File: src/rtl/apf_pkg.sv
`timescale 1ns/1ps
package apf_pkg;

   // Register offsets the decision depends on
   localparam logic [11:0] OFS_TPR    = 12'h080;
   localparam logic [11:0] OFS_EOI    = 12'h0B0;
   localparam logic [11:0] OFS_ICR_LO = 12'h300;

   // Access kind encoded in the qualification type field
   typedef enum logic [3:0] {
      ACC_LIN_READ  = 4'd0,
      ACC_LIN_WRITE = 4'd1,
      ACC_LIN_EVENT = 4'd3
   } acc_kind_e;

   localparam int QUAL_TYPE_W = 4;

   // 16-byte slot index -> register readable when register virtualization is on
   function automatic logic slot_read_ok(input logic [5:0] s);
      case (s) inside
         6'h02, 6'h03, 6'h08, 6'h0B, 6'h0D, 6'h0E, 6'h0F,
         [6'h10:6'h28], [6'h30:6'h38], 6'h3E: return 1'b1;
         default:                               return 1'b0;
      endcase
   endfunction

   // 16-byte slot index -> register writable when register virtualization is on
   function automatic logic slot_write_ok(input logic [5:0] s);
      case (s) inside
         6'h02, 6'h08, 6'h0B, 6'h0D, 6'h0E, 6'h0F, 6'h28,
         [6'h30:6'h38], 6'h3E: return 1'b1;
         default:               return 1'b0;
      endcase
   endfunction

endpackage

File: src/rtl/apf_decide.sv
`timescale 1ns/1ps
module apf_decide
   import apf_pkg::*;
#(
   parameter int OFS_W     = 12,
   parameter int SIZE_W    = 3,
   parameter int MAX_BYTES = 4,
   parameter int REG_END   = 'h3F0
) (
   input  logic [OFS_W-1:0]  offset,
   input  logic [SIZE_W-1:0] size,
   input  logic              is_write,
   input  logic              tpr_shadow,
   input  logic              reg_virt,
   input  logic              int_deliv,
   input  logic              pend,
   output logic              intercept
);

   localparam int NUM_SLOTS = REG_END / 16;
   localparam int SLOT_W    = $clog2(NUM_SLOTS);
   localparam int LIMIT     = REG_END + MAX_BYTES;

   if (SLOT_W > 6) begin : g_bad_end
      $error("apf_decide: register area larger than slot tables");
   end

   logic [3:0]        last_lo;
   logic              size_bad, straddle, beyond;
   logic              in_area, slot_aligned;
   logic [5:0]        slot;
   logic              rd_ok, wr_ok, wr_vid_ok;
   logic              exact_tpr;

   always_comb begin
      size_bad     = (size == '0) || (int'(size) > MAX_BYTES);
      last_lo      = offset[3:0] + 4'(size) - 4'd1;
      straddle     = (last_lo & 4'hC) != 4'h0;
      beyond       = int'(offset) >= LIMIT;
      in_area      = int'(offset[OFS_W-1:4]) < NUM_SLOTS;
      slot_aligned = offset[3:2] == 2'b00;
      slot         = 6'(offset[SLOT_W+3:4]);
      exact_tpr    = offset == OFS_W'(OFS_TPR);
      wr_vid_ok    = (offset == OFS_W'(OFS_TPR)) ||
                     (offset == OFS_W'(OFS_EOI)) ||
                     (offset == OFS_W'(OFS_ICR_LO));

      if (reg_virt) begin
         rd_ok = in_area && slot_aligned && slot_read_ok(slot);
         wr_ok = in_area && slot_aligned && slot_write_ok(slot);
      end else begin
         rd_ok = exact_tpr;
         wr_ok = int_deliv ? wr_vid_ok : exact_tpr;
      end

      intercept = !tpr_shadow || size_bad || straddle || beyond || pend ||
                  !(is_write ? wr_ok : rd_ok);
   end

endmodule

File: src/rtl/apf_vregs.sv
`timescale 1ns/1ps
module apf_vregs #(
   parameter int  DATA_W         = 32,
   parameter int  NUM_SLOTS      = 63,
   parameter int  SIZE_W         = 3,
   parameter bit  CLEAR_ON_RESET = 1'b1,
   localparam int SLOT_W         = $clog2(NUM_SLOTS),
   localparam int NBYTES         = DATA_W / 8
) (
   input  logic              clk,
   input  logic              rst_n,
   input  logic              wr_en,
   input  logic [SLOT_W-1:0] slot,
   input  logic [1:0]        byte_sel,
   input  logic [SIZE_W-1:0] size,
   input  logic [DATA_W-1:0] wdata,
   output logic [DATA_W-1:0] rd_data
);

   if (DATA_W % 8 != 0) begin : g_bad_width
      $error("apf_vregs: data width must be whole bytes");
   end

   logic [NUM_SLOTS-1:0][DATA_W-1:0] words;
   logic [DATA_W-1:0]                merged, keep, cur, size_mask;
   logic [4:0]                       shamt;

   always_comb begin
      shamt  = {byte_sel, 3'b000};
      cur    = (int'(slot) < NUM_SLOTS) ? words[slot] : '0;
      keep   = ~({DATA_W{1'b1}} << shamt);
      merged = (cur & keep) | (wdata << shamt);
      for (int i = 0; i < NBYTES; i++) begin
         size_mask[8*i +: 8] = {8{i < int'(size)}};
      end
      rd_data = (cur >> shamt) & size_mask;
   end

   for (genvar g = 0; g < NUM_SLOTS; g++) begin : g_slot
      logic [DATA_W-1:0] word_q;
      if (CLEAR_ON_RESET) begin : g_rst
         always_ff @(posedge clk) begin
            if (!rst_n)                                   word_q <= '0;
            else if (wr_en && slot == SLOT_W'(g))         word_q <= merged;
         end
      end else begin : g_norst
         always_ff @(posedge clk) begin
            if (wr_en && slot == SLOT_W'(g))              word_q <= merged;
         end
      end
      assign words[g] = word_q;
   end

   // an aligned write leaves the full data word in its slot
   a_r11_full_word: assert property (@(posedge clk) disable iff (!rst_n)
      wr_en && byte_sel == 2'b00 && int'(slot) < NUM_SLOTS
      |=> words[$past(slot)] == $past(wdata));

endmodule

File: src/rtl/apf_pending.sv
`timescale 1ns/1ps
module apf_pending #(
   parameter int OFS_W  = 12,
   parameter int WOFS_W = 16
) (
   input  logic              clk,
   input  logic              rst_n,
   input  logic              set,
   input  logic              clr,
   input  logic [OFS_W-1:0]  set_offset,
   output logic              pend_q,
   output logic [WOFS_W-1:0] woff_q
);

   if (WOFS_W < OFS_W) begin : g_bad_w
      $error("apf_pending: offset register too narrow");
   end

   always_ff @(posedge clk) begin
      if (!rst_n) begin
         pend_q <= 1'b0;
         woff_q <= '0;
      end else begin
         if (set) begin
            pend_q <= 1'b1;
            woff_q <= WOFS_W'(set_offset);
         end else if (clr) begin
            pend_q <= 1'b0;
         end
      end
   end

   // a served write raises the flag and records its offset
   a_r11_set_latch: assert property (@(posedge clk) disable iff (!rst_n)
      set |=> pend_q && woff_q == WOFS_W'($past(set_offset)));

   // clear without a simultaneous set drops the flag
   a_r12_clear: assert property (@(posedge clk) disable iff (!rst_n)
      clr && !set |=> !pend_q);

   // a simultaneous set wins over clear
   a_r12_set_wins: assert property (@(posedge clk) disable iff (!rst_n)
      clr && set |=> pend_q);

endmodule

File: src/rtl/apic_access_filter.sv
`timescale 1ns/1ps
module apic_access_filter
   import apf_pkg::*;
#(
   parameter int OFS_W     = 12,
   parameter int SIZE_W    = 3,
   parameter int DATA_W    = 32,
   parameter int QUAL_W    = 64,
   parameter int WOFS_W    = 16,
   parameter int REG_END   = 'h3F0
) (
   input  logic              clk,
   input  logic              rst_n,
   input  logic              req_valid,
   input  logic [OFS_W-1:0]  req_offset,
   input  logic [SIZE_W-1:0] req_size,
   input  logic              req_write,
   input  logic [DATA_W-1:0] req_wdata,
   input  logic              ctl_tpr_shadow,
   input  logic              ctl_reg_virt,
   input  logic              ctl_int_deliv,
   input  logic              in_event_delivery,
   input  logic              pend_clear,
   output logic              rsp_valid,
   output logic              rsp_intercept,
   output logic [QUAL_W-1:0] rsp_qual,
   output logic [DATA_W-1:0] rsp_rdata,
   output logic              pend_flag,
   output logic [WOFS_W-1:0] write_offset
);

   localparam int MAX_BYTES = DATA_W / 8;
   localparam int NUM_SLOTS = REG_END / 16;
   localparam int SLOT_W    = $clog2(NUM_SLOTS);

   if (OFS_W != 12) begin : g_bad_ofs
      $error("apic_access_filter: qualification layout needs a 12-bit offset");
   end
   if (QUAL_W < OFS_W + QUAL_TYPE_W) begin : g_bad_qual
      $error("apic_access_filter: qualification too narrow");
   end
   if (MAX_BYTES != 4) begin : g_bad_data
      $error("apic_access_filter: slot rules assume 4-byte registers");
   end

   logic              intercept_c;
   logic              serve_rd, serve_wr;
   logic [DATA_W-1:0] vreg_rd;
   acc_kind_e         kind;
   logic [QUAL_W-1:0] qual_c;

   apf_decide #(
      .OFS_W(OFS_W), .SIZE_W(SIZE_W), .MAX_BYTES(MAX_BYTES), .REG_END(REG_END)
   ) u_decide (
      .offset     (req_offset),
      .size       (req_size),
      .is_write   (req_write),
      .tpr_shadow (ctl_tpr_shadow),
      .reg_virt   (ctl_reg_virt),
      .int_deliv  (ctl_int_deliv),
      .pend       (pend_flag),
      .intercept  (intercept_c)
   );

   assign serve_rd = req_valid && !intercept_c && !req_write;
   assign serve_wr = req_valid && !intercept_c &&  req_write;

   apf_vregs #(
      .DATA_W(DATA_W), .NUM_SLOTS(NUM_SLOTS), .SIZE_W(SIZE_W), .CLEAR_ON_RESET(1'b1)
   ) u_vregs (
      .clk      (clk),
      .rst_n    (rst_n),
      .wr_en    (serve_wr),
      .slot     (req_offset[SLOT_W+3:4]),
      .byte_sel (req_offset[1:0]),
      .size     (req_size),
      .wdata    (req_wdata),
      .rd_data  (vreg_rd)
   );

   apf_pending #(
      .OFS_W(OFS_W), .WOFS_W(WOFS_W)
   ) u_pending (
      .clk        (clk),
      .rst_n      (rst_n),
      .set        (serve_wr),
      .clr        (pend_clear),
      .set_offset (req_offset),
      .pend_q     (pend_flag),
      .woff_q     (write_offset)
   );

   always_comb begin
      if (in_event_delivery) kind = ACC_LIN_EVENT;
      else if (req_write)    kind = ACC_LIN_WRITE;
      else                   kind = ACC_LIN_READ;
      qual_c = '0;
      qual_c[OFS_W-1:0]               = req_offset;
      qual_c[OFS_W +: QUAL_TYPE_W]    = kind;
   end

   always_ff @(posedge clk) begin
      if (!rst_n) begin
         rsp_valid     <= 1'b0;
         rsp_intercept <= 1'b0;
         rsp_qual      <= '0;
         rsp_rdata     <= '0;
      end else begin
         rsp_valid     <= req_valid;
         rsp_intercept <= req_valid && intercept_c;
         rsp_qual      <= (req_valid && intercept_c) ? qual_c : '0;
         rsp_rdata     <= serve_rd ? vreg_rd : '0;
      end
   end

   // no TPR shadowing means every access exits
   a_r1_no_shadow: assert property (@(posedge clk) disable iff (!rst_n)
      req_valid && !ctl_tpr_shadow |=> rsp_valid && rsp_intercept);

   // illegal size always exits
   a_r2_bad_size: assert property (@(posedge clk) disable iff (!rst_n)
      req_valid && (req_size == '0 || int'(req_size) > MAX_BYTES) |=> rsp_intercept);

   // a pending update blocks the next access
   a_r4_pending_blocks: assert property (@(posedge clk) disable iff (!rst_n)
      req_valid && pend_flag |=> rsp_intercept);

   // upper qualification bits stay clear, and served accesses carry none
   a_r9_qual_upper: assert property (@(posedge clk) disable iff (!rst_n)
      rsp_valid |-> rsp_qual[QUAL_W-1:OFS_W+QUAL_TYPE_W] == '0);
   a_r9_qual_only_on_exit: assert property (@(posedge clk) disable iff (!rst_n)
      !rsp_intercept |-> rsp_qual == '0);

   // single-byte reads return only one byte
   a_r10_byte_mask: assert property (@(posedge clk) disable iff (!rst_n)
      req_valid && req_size == SIZE_W'(1) |=> rsp_rdata[DATA_W-1:8] == '0);

   // a response follows each request and only a request
   a_r13_rsp_follows: assert property (@(posedge clk) disable iff (!rst_n)
      req_valid |=> rsp_valid);
   a_r13_no_spurious: assert property (@(posedge clk) disable iff (!rst_n)
      !req_valid |=> !rsp_valid && !rsp_intercept);

endmodule

File: config.mk
export PLATFORM = sky130hd
export DESIGN_NAME = apic_access_filter
export DESIGN_NICKNAME = d
export VERILOG_FILES = /design/src/rtl/apf_pkg.sv /design/src/rtl/apf_decide.sv /design/src/rtl/apf_vregs.sv /design/src/rtl/apf_pending.sv /design/src/rtl/apic_access_filter.sv
export SDC_FILE = /design/constraint.sdc
export NUM_CORES = 2
export LEC_CHECK = 0
export BUFFER_PORTS_ARGS = -buffer_cell sky130_fd_sc_hd__buf_2
export CAP_MARGIN = 20
export CELL_PAD_IN_SITES_DETAIL_PLACEMENT = 0
export CELL_PAD_IN_SITES_GLOBAL_PLACEMENT = 1
export CORE_UTILIZATION = 45
export DETAILED_ROUTE_END_ITERATION = 16
export PLACE_DENSITY = 0.74
export SYNTH_ARGS = -nofsm -noshare
export SYNTH_HDL_FRONTEND = slang
export SYNTH_HIERARCHICAL = 1
export SYNTH_SLANG_ARGS = --single-unit
File: constraint.sdc
create_clock -name clk -period 10.95 [get_ports clk]
set_input_delay 1.6425 -clock clk [delete_from_list [all_inputs] [get_ports clk]]
set_output_delay 1.6425 -clock clk [all_outputs]
set_load 0.02 [all_outputs]
== Word-level counts from Yosys, hierarchy flattened ==
Cells that the tools add are included.
Storage, ports and cells
  output and inout port bits: 115
  bits in registers: 2127
  input port bits: 56
  word-level logic and storage cells: 269
Operators by class
  shifts and indexed selects: 3
  add/subtract/negate cells: 2
  bitwise gates (word level): 6
  magnitude comparators: 13
  reductions and logical operators: 94
  mux-type cells: 15
  eq/ne operators: 65
Operators by type and width (count)
  32-bit binary-select mux with 6-bit select: 1
  6-bit equality test (second input constant): 31
  6-bit by 5-bit equality test with 1-bit output (second input constant): 16
  1-bit logical AND: 72
  32-bit AND: 2
  32-bit two-way mux: 2
  6-bit by 4-bit equality test with 1-bit output (second input constant): 8
  32-bit NOT: 1
  32-bit bitwise OR: 1
  32-bit by 5-bit left shift with 32-bit output: 1
  32-bit by 5-bit left shift with 32-bit output (first input constant): 1
  32-bit by 5-bit right shift with 32-bit output: 1
  12-bit by 8-bit equality test with 1-bit output (second input constant): 2
  6-bit by 3-bit equality test with 1-bit output (second input constant): 4
  12-bit by 10-bit equality test with 1-bit output (second input constant): 1
  6-bit by 2-bit equality test with 1-bit output (second input constant): 2
  12-bit by 10-bit greater-or-equal comparator with 1-bit output (second input constant): 1
  6-bit less-or-equal comparator (second input constant): 2
  1-bit two-way mux: 11
  10-bit OR reduction: 1
  9-bit OR reduction: 1
  1-bit logical OR: 8
  8-bit by 6-bit < comparator with 1-bit output (second input constant): 1
  6-bit by 7-bit < comparator with 1-bit output (second input constant): 1
  19 further kinds: 26

== Logic depth before layout (Yosys ltp) ==
  word-level depth: 14
  mapped depth: 18
  depth with buffers taken out: 14

== Cells and area by module ==
Netlist, hierarchy kept.
Modules (own cells, without submodules)
  apf_vregs: instances 1, cells an instance 9314, sequential area each 40358.7 um^2, area each 84568.6 um^2
  apic_access_filter: instances 1, cells an instance 153, sequential area each 960.9 um^2, area each 1705.4 um^2
  apf_pending: instances 1, cells an instance 47, sequential area each 260.2 um^2, area each 538.0 um^2
  apf_decide: instances 1, cells an instance 39, sequential area each 0.0 um^2, area each 279.0 um^2

== Worst setup path before layout ==
OpenSTA, ideal clock, no wires.
  path kind: input port to flip-flop
  start point: input req_size[2]
  end point: register u_vregs.g_slot[33].word_q[18]
  path slack: 5776 ps
  cell stages on the path: 16
  data arrival time: 5046 ps
  data required time: 10822 ps
  library setup time: 128 ps
  buffers on the path: 3
  path through: inv_1 > ha_1 > inv_1 > fa_1 > xor2_1 > nor3_1 > nand4_1 > a2111o_1 > and3b_1 > clkbuf_1 > nor3b_1 > clkbuf_1 > nand3_1 > clkbuf_1 > nand3_1 > o21ai_0
On the way
  cells in the longest elaborated chain, start to end: 11
  elaborated cells between the ends (all ways): 15
  classes of those cells: add/sub: 2; order compare: 1; reduce/logical: 12
RTL lines
  start: declaration: RTL line apic_access_filter.sv:16  | input logic [SIZE_W-1:0] req_size,
  4-bit by 3-bit adder with 4-bit output (tied with other cells): RTL line apf_decide.sv:37  | last_lo = offset[3:0] + 4'(size) - 4'd1;
  4-bit by 1-bit subtractor with 4-bit output / 1-bit logical OR (equally long branches): RTL line apf_decide.sv:37, apf_decide.sv:36
  4-bit nonzero test / 1-bit logical OR (equally long branches): RTL line apf_decide.sv:38, apf_decide.sv:56
  1-bit logical OR (*) (4 in series): RTL line apf_decide.sv:56  | intercept = !tpr_shadow || size_bad || straddle || beyond || pend ||
  named net intercept_c: RTL line apic_access_filter.sv:46  | logic intercept_c;
  1-bit zero test (*): RTL line apic_access_filter.sv:66  | assign serve_wr = req_valid && !intercept_c && req_write;
  1-bit logical AND (*) (2 in series): RTL line apic_access_filter.sv:66
  named net serve_wr: RTL line apic_access_filter.sv:47  | logic serve_rd, serve_wr;
  1-bit logical AND (*): RTL line apf_vregs.sv:44  | else if (wr_en && slot == SLOT_W'(g)) word_q <= merged;
  end signal: assignment: RTL line apf_vregs.sv:44
  end: declaration: RTL line apf_vregs.sv:40  | logic [DATA_W-1:0] word_q;
The timed path passes the listed nets; every way through them passes the cells marked *.
A chain may end at the register's enable or synchronous reset.

== Final worst setup path ==
  start point: input req_offset[1]
  end point: register u_vregs.g_slot[35].word_q[22]
On the way
  cells in the longest elaborated chain, start to end: 12
  elaborated cells between the ends (all ways): 27
  classes of those cells: add/sub: 2; order compare: 1; eq/ne: 3; shift: 2; mux: 4; bitwise: 3; reduce/logical: 12
RTL lines
  start: declaration: RTL line apic_access_filter.sv:15  | input logic [OFS_W-1:0] req_offset,
  parallel branches: the longest is 7 deep, another holds 4-bit by 3-bit adder with 4-bit output
  1-bit logical OR (*): RTL line apf_decide.sv:56
  named net intercept_c: RTL line apic_access_filter.sv:46
  1-bit zero test (*): RTL line apic_access_filter.sv:66
  1-bit logical AND (*) (2 in series): RTL line apic_access_filter.sv:66
  named net serve_wr: RTL line apic_access_filter.sv:47
  1-bit logical AND (*): RTL line apf_vregs.sv:44
  end signal: assignment: RTL line apf_vregs.sv:44
  end: declaration: RTL line apf_vregs.sv:40
Mark *: on every way through the listed nets, which the timed path passes.

==> results_dict.tcl <==
set metrics [dict create \
    critical_path.startpoint "req_offset[1]" \
    fp.coreArea_mm2 0.192 \
    die_x_um 442 \
    finalClockSkew_ps 40.0 \
    max_clock_freq_mhz 150 \
    synth-adder-area-share_pct 0.0517 \
    clkTransAtPathRegs_ps 60 \
    synthDominantCellAreaShare_pct 47.7 \
    terminus_of_the_critical_flop_to_flop_path "u_vregs/g_slot[35].word_q[22]" \
    ys.warnings.count 6 \
    effective_utilization_at_floorplan_pct 45.3 \
    drt_wl_total_um 330000 \
    remaining_routing_drc_violations 0 \
    grt_max_degree 226 \
    synth.area.top_cells "sky130_fd_sc_hd__dfxtp_1 48%, sky130_fd_sc_hd__mux4_2 8.9%, sky130_fd_sc_hd__o21ai_0 8.7%, sky130_fd_sc_hd__nand3_1 6.6%, sky130_fd_sc_hd__a21oi_1 5.6%" \
    max-vdd-ir-drop_mv 0.154 \
    timing.final.hold_violations 0 \
    reg2reg_setup_slack_ps 6400 \
    avgRoutedWirePerCell_um 27.9 \
    crit_path_cell_trace "buf_2 -> inv_1 -> ha_1 -> nor2_1 -> fa_1 -> xor2_1 -> nor3_1 -> nand4_1 -> a2111o_1 -> and3b_1 -> buf_4 -> nand3b_1 -> nor3_2 -> buf_4 -> nand2_1 -> o21ai_0" \
    min_path_type "register to register" \
    timing.final.crit_share_pct 60.8 \
    cp.arrival_ps 7430 \
    num-fill-cells 17800 \
    tritoncts_buffers 215 \
    cts_tree "yes" \
    startpoint_type "primary input" \
    multi_input_comb_area_mm2 0.0411 \
    slew-limit-headroom_pct 18.2 \
    antenna_violations_before_repair 13 \
    global_route.usage.total_pct 32.5 \
    antenna_left 0 \
    setup.worst_path.end "u_vregs/g_slot[35].word_q[22]" \
    globalplace.congestion 0.981 \
    synth-xor-area-share_pct 0.0402 \
    cpMostUsedCell "sky130_fd_sc_hd__buf_4" \
    vias_in_the_first_global_route 69000 \
    synth-compound-area-share_pct 18.8 \
    cell_area_after_technology_mapping_mm2 0.0871 \
    postSynthCellCount 9553 \
    drt-vias-per-instance 6.33 \
    critical_path_required_ps 11720 \
    cts.repair_timing.setup_buffer_count 0 \
    synth.mux.area_fraction_pct 13.4 \
    end_kind "register" \
    layout.cells.most_common "sky130_fd_sc_hd__dfxtp_1" \
    period_minus_slack_ps 6660 \
    clockRootBuffer "sky130_fd_sc_hd__clkbuf_16" \
    clk_latency_ps 890 \
    initialDrtViolationCount 9448 \
    worst-path-stages 16 \
    cts_buffer_depth 3 \
    synth-async-reset-ratio_pct 0 \
    synth-seq-area-share_pct 47.7 \
    critical_path.slowest_cell "sky130_fd_sc_hd__nor3_2" \
    final_layout_size_suffix_gt1_share_pct 13.2 \
    final_max_slew_viol_count 0 \
    combinational_family_with_the_most_area_after_synthesis "compound AO/OA/AOI/OAI gates" \
    cts_hold_buffers 0 \
    final_critical_path_setup_slack_ps 4290 \
    die_height_um 442 \
    yosysUniqueCellTypes 94 \
    cts_sinks 2077 \
    final_core_utilization_pct 49.9 \
    critical_path_class "primary input to register" \
    outcome "complete, no violations" \
    worstPathMaxFanout 35 \
    synth_area_leader_cell "sky130_fd_sc_hd__dfxtp_1" \
    final-setup-viol-count 0 \
    ys.flop_type "sky130_fd_sc_hd__dfxtp_1" \
    ff2ff_path_depth 10 \
    power_density_mw_per_mm2 170 \
    area_delta_synth_final_pct 10.1 \
    dp.final_hpwl_um 204000 \
    io_pins 171 \
    synth-edff-count 0 \
    seqCellArea_mm2 0.0416 \
    cts.htree.levels 4 \
    layout_common_cells "2077 x sky130_fd_sc_hd__dfxtp_1, 1519 x sky130_fd_sc_hd__o21ai_0, 1180 x sky130_fd_sc_hd__nand2_1" \
    port_buffer_cells 116 \
    p_leak_nw 32.9 \
    reg2reg_from "u_pending/pend_q" \
    worst_pin_slew_ps 1230 \
    yosys_register_bits 2077 \
    area_share_of_and_or_nand_nor_cells_after_synthesis_pct 14.0 \
    gate_family_responsible_for_the_most_delay_along_the_worst_path "simple AND/OR/NAND/NOR gates" \
    rsz_0062_raised_after_global_routing "false" \
    fin_nets 9164 \
    rows 161 \
    critPathMaxStageDelay_ps 1000 \
    postSynthAreaPerCell_um2 9.12 \
    timing.max_cap.violations 0 \
    number_of_gates_resized_after_cts 0 \
    detailroute.via_count 74900 \
    die_area_mm2 0.195 \
    setup-tns-final_ps 0 \
    grt_first_pass_wirelength_um 475000 \
    drt_pass1_iterations 7 \
    place_ws_ps 3490 \
    critical_path_buffer_and_inverter_count 4 \
    grt.overflow.total 0 \
]
[cells in the mapped netlist (7+ instances only)]
library cell / number
sky130_fd_sc_hd__dfxtp_1: 2077
sky130_fd_sc_hd__o21ai_0: 1519
sky130_fd_sc_hd__nand2_1: 1183
sky130_fd_sc_hd__nand3_1: 1143
sky130_fd_sc_hd__a21oi_1: 974
sky130_fd_sc_hd__clkbuf_1: 716
sky130_fd_sc_hd__mux4_2: 345
sky130_fd_sc_hd__mux2i_1: 289
sky130_fd_sc_hd__nor2_1: 162
sky130_fd_sc_hd__a22oi_1: 160
sky130_fd_sc_hd__buf_2: 135
sky130_fd_sc_hd__buf_4: 91
sky130_fd_sc_hd__a311oi_1: 65
sky130_fd_sc_hd__and2_1: 57
sky130_fd_sc_hd__o22ai_1: 57
sky130_fd_sc_hd__buf_6: 56
sky130_fd_sc_hd__buf_1: 49
sky130_fd_sc_hd__a211oi_1: 45
sky130_fd_sc_hd__mux2_2: 34
sky130_fd_sc_hd__nor2b_1: 32
sky130_fd_sc_hd__nor3_1: 30
sky130_fd_sc_hd__a221oi_1: 28
sky130_fd_sc_hd__a31oi_1: 23
sky130_fd_sc_hd__mux4_1: 20
sky130_fd_sc_hd__inv_1: 17
sky130_fd_sc_hd__a22o_1: 14
sky130_fd_sc_hd__o211ai_1: 14
sky130_fd_sc_hd__nand4_1: 13
sky130_fd_sc_hd__o221ai_1: 13
sky130_fd_sc_hd__nand2b_1: 11
sky130_fd_sc_hd__a221o_1: 8
sky130_fd_sc_hd__and3_1: 8
sky130_fd_sc_hd__o21ai_1: 8
sky130_fd_sc_hd__a21o_1: 7
sky130_fd_sc_hd__o2bb2ai_1: 7
[flip-flops by register name, summed over array words and instances, names as in the netlist]
register and cells:
rsp_valid 1, u_vregs/g_slot.word_q 2016, u_pending/pend_q 1, rsp_rdata 32, rsp_intercept 1, rsp_qual 14
u_pending/woff_q 12
[report_power, final]
| part | switching (mW) | internal, mW |
|---|---|---|
| Sequential | 0.000552 | 7.56 |
| Clock | 3.21 | 4.46 |
| Combinational | 0.853 | 0.208 |
[worst reg2reg max path, cell delays in order (launching register included)]
cell and delay, ps:
sky130_fd_sc_hd__dfxtp_1 320, sky130_fd_sc_hd__nor2_1 140, sky130_fd_sc_hd__nand4_1 140, sky130_fd_sc_hd__a2111o_1 440, sky130_fd_sc_hd__and3b_1 230, sky130_fd_sc_hd__buf_4 410
sky130_fd_sc_hd__nand3b_1 730, sky130_fd_sc_hd__nor3_2 1000, sky130_fd_sc_hd__buf_4 410, sky130_fd_sc_hd__nand2_1 350, sky130_fd_sc_hd__o21ai_0 290
[area by class of cell]
class	instances	share of cell area (%)
Clock buffer	319	6.69
Multi-Input combinational cell	6446	42.8
Clock inverter	86	1.06
Sequential cell	2077	43.4
Tap cell	2526	3.30
Antenna cell	18	0.0470
Inverter	22	0.0939
Timing Repair Buffer	343	2.63
[stage by stage]
| stage | power [mW] | hold WS (ps) | cell area, um2 | cells |
|---|---|---|---|---|
| 6_report | 16.3 | 452 | 95900 | 11800 |
| 3_3_place_gp | 8.74 | 438 | 88300 | 11400 |
| 2_1_floorplan | 8.35 | 432 | 87300 | 9605 |
| 5_1_grt | 16.7 | 468 | 95900 | 11800 |
| 4_1_cts | 16.3 | 453 | 95800 | 11800 |
| 3_5_place_dp | 8.74 | 444 | 88300 | 11400 |
[worst min path at each step]
stage                                  startpoint                             to  slack (ps)  depth (start not counted)
finish               u_vregs/g_slot[5].word_q[24]   u_vregs/g_slot[5].word_q[24]         450                          2
global route        u_vregs/g_slot[19].word_q[31]  u_vregs/g_slot[19].word_q[31]         470                          2
CTS                 u_vregs/g_slot[60].word_q[24]  u_vregs/g_slot[60].word_q[24]         450                          2
detailed placement  u_vregs/g_slot[60].word_q[24]  u_vregs/g_slot[60].word_q[24]         440                          2
global placement    u_vregs/g_slot[19].word_q[30]  u_vregs/g_slot[19].word_q[30]         440                          2
floorplan           u_vregs/g_slot[27].word_q[28]  u_vregs/g_slot[27].word_q[28]         430                          2
[routing by layer]
metal | routed length (um) | up-vias | GRT usage [%]
met4 | 21500 | 0 | 19.2
met3 | 31800 | 849 | 6.51
met1 | 133000 | 36800 | 43.0
met2 | 144000 | 3866 | 49.0
met5 | 0 | - | 0
li1 | - | 33400 | -
[kinds of logic (layout without fill, tap and decap cells)]
family | after synthesis | count (layout)
AOI/OAI and AO/OA | 2992 | 2992
buffers and inverters | 1082 | 770
muxes | 694 | 694
other | 2 | 72
and+or+nand+nor | 2699 | 2699
xor gates and xnor gates | 4 | 4
DFF | 2077 | 2077
adders and majority gates | 3 | 3
Power figures use the tool's default switching activity.
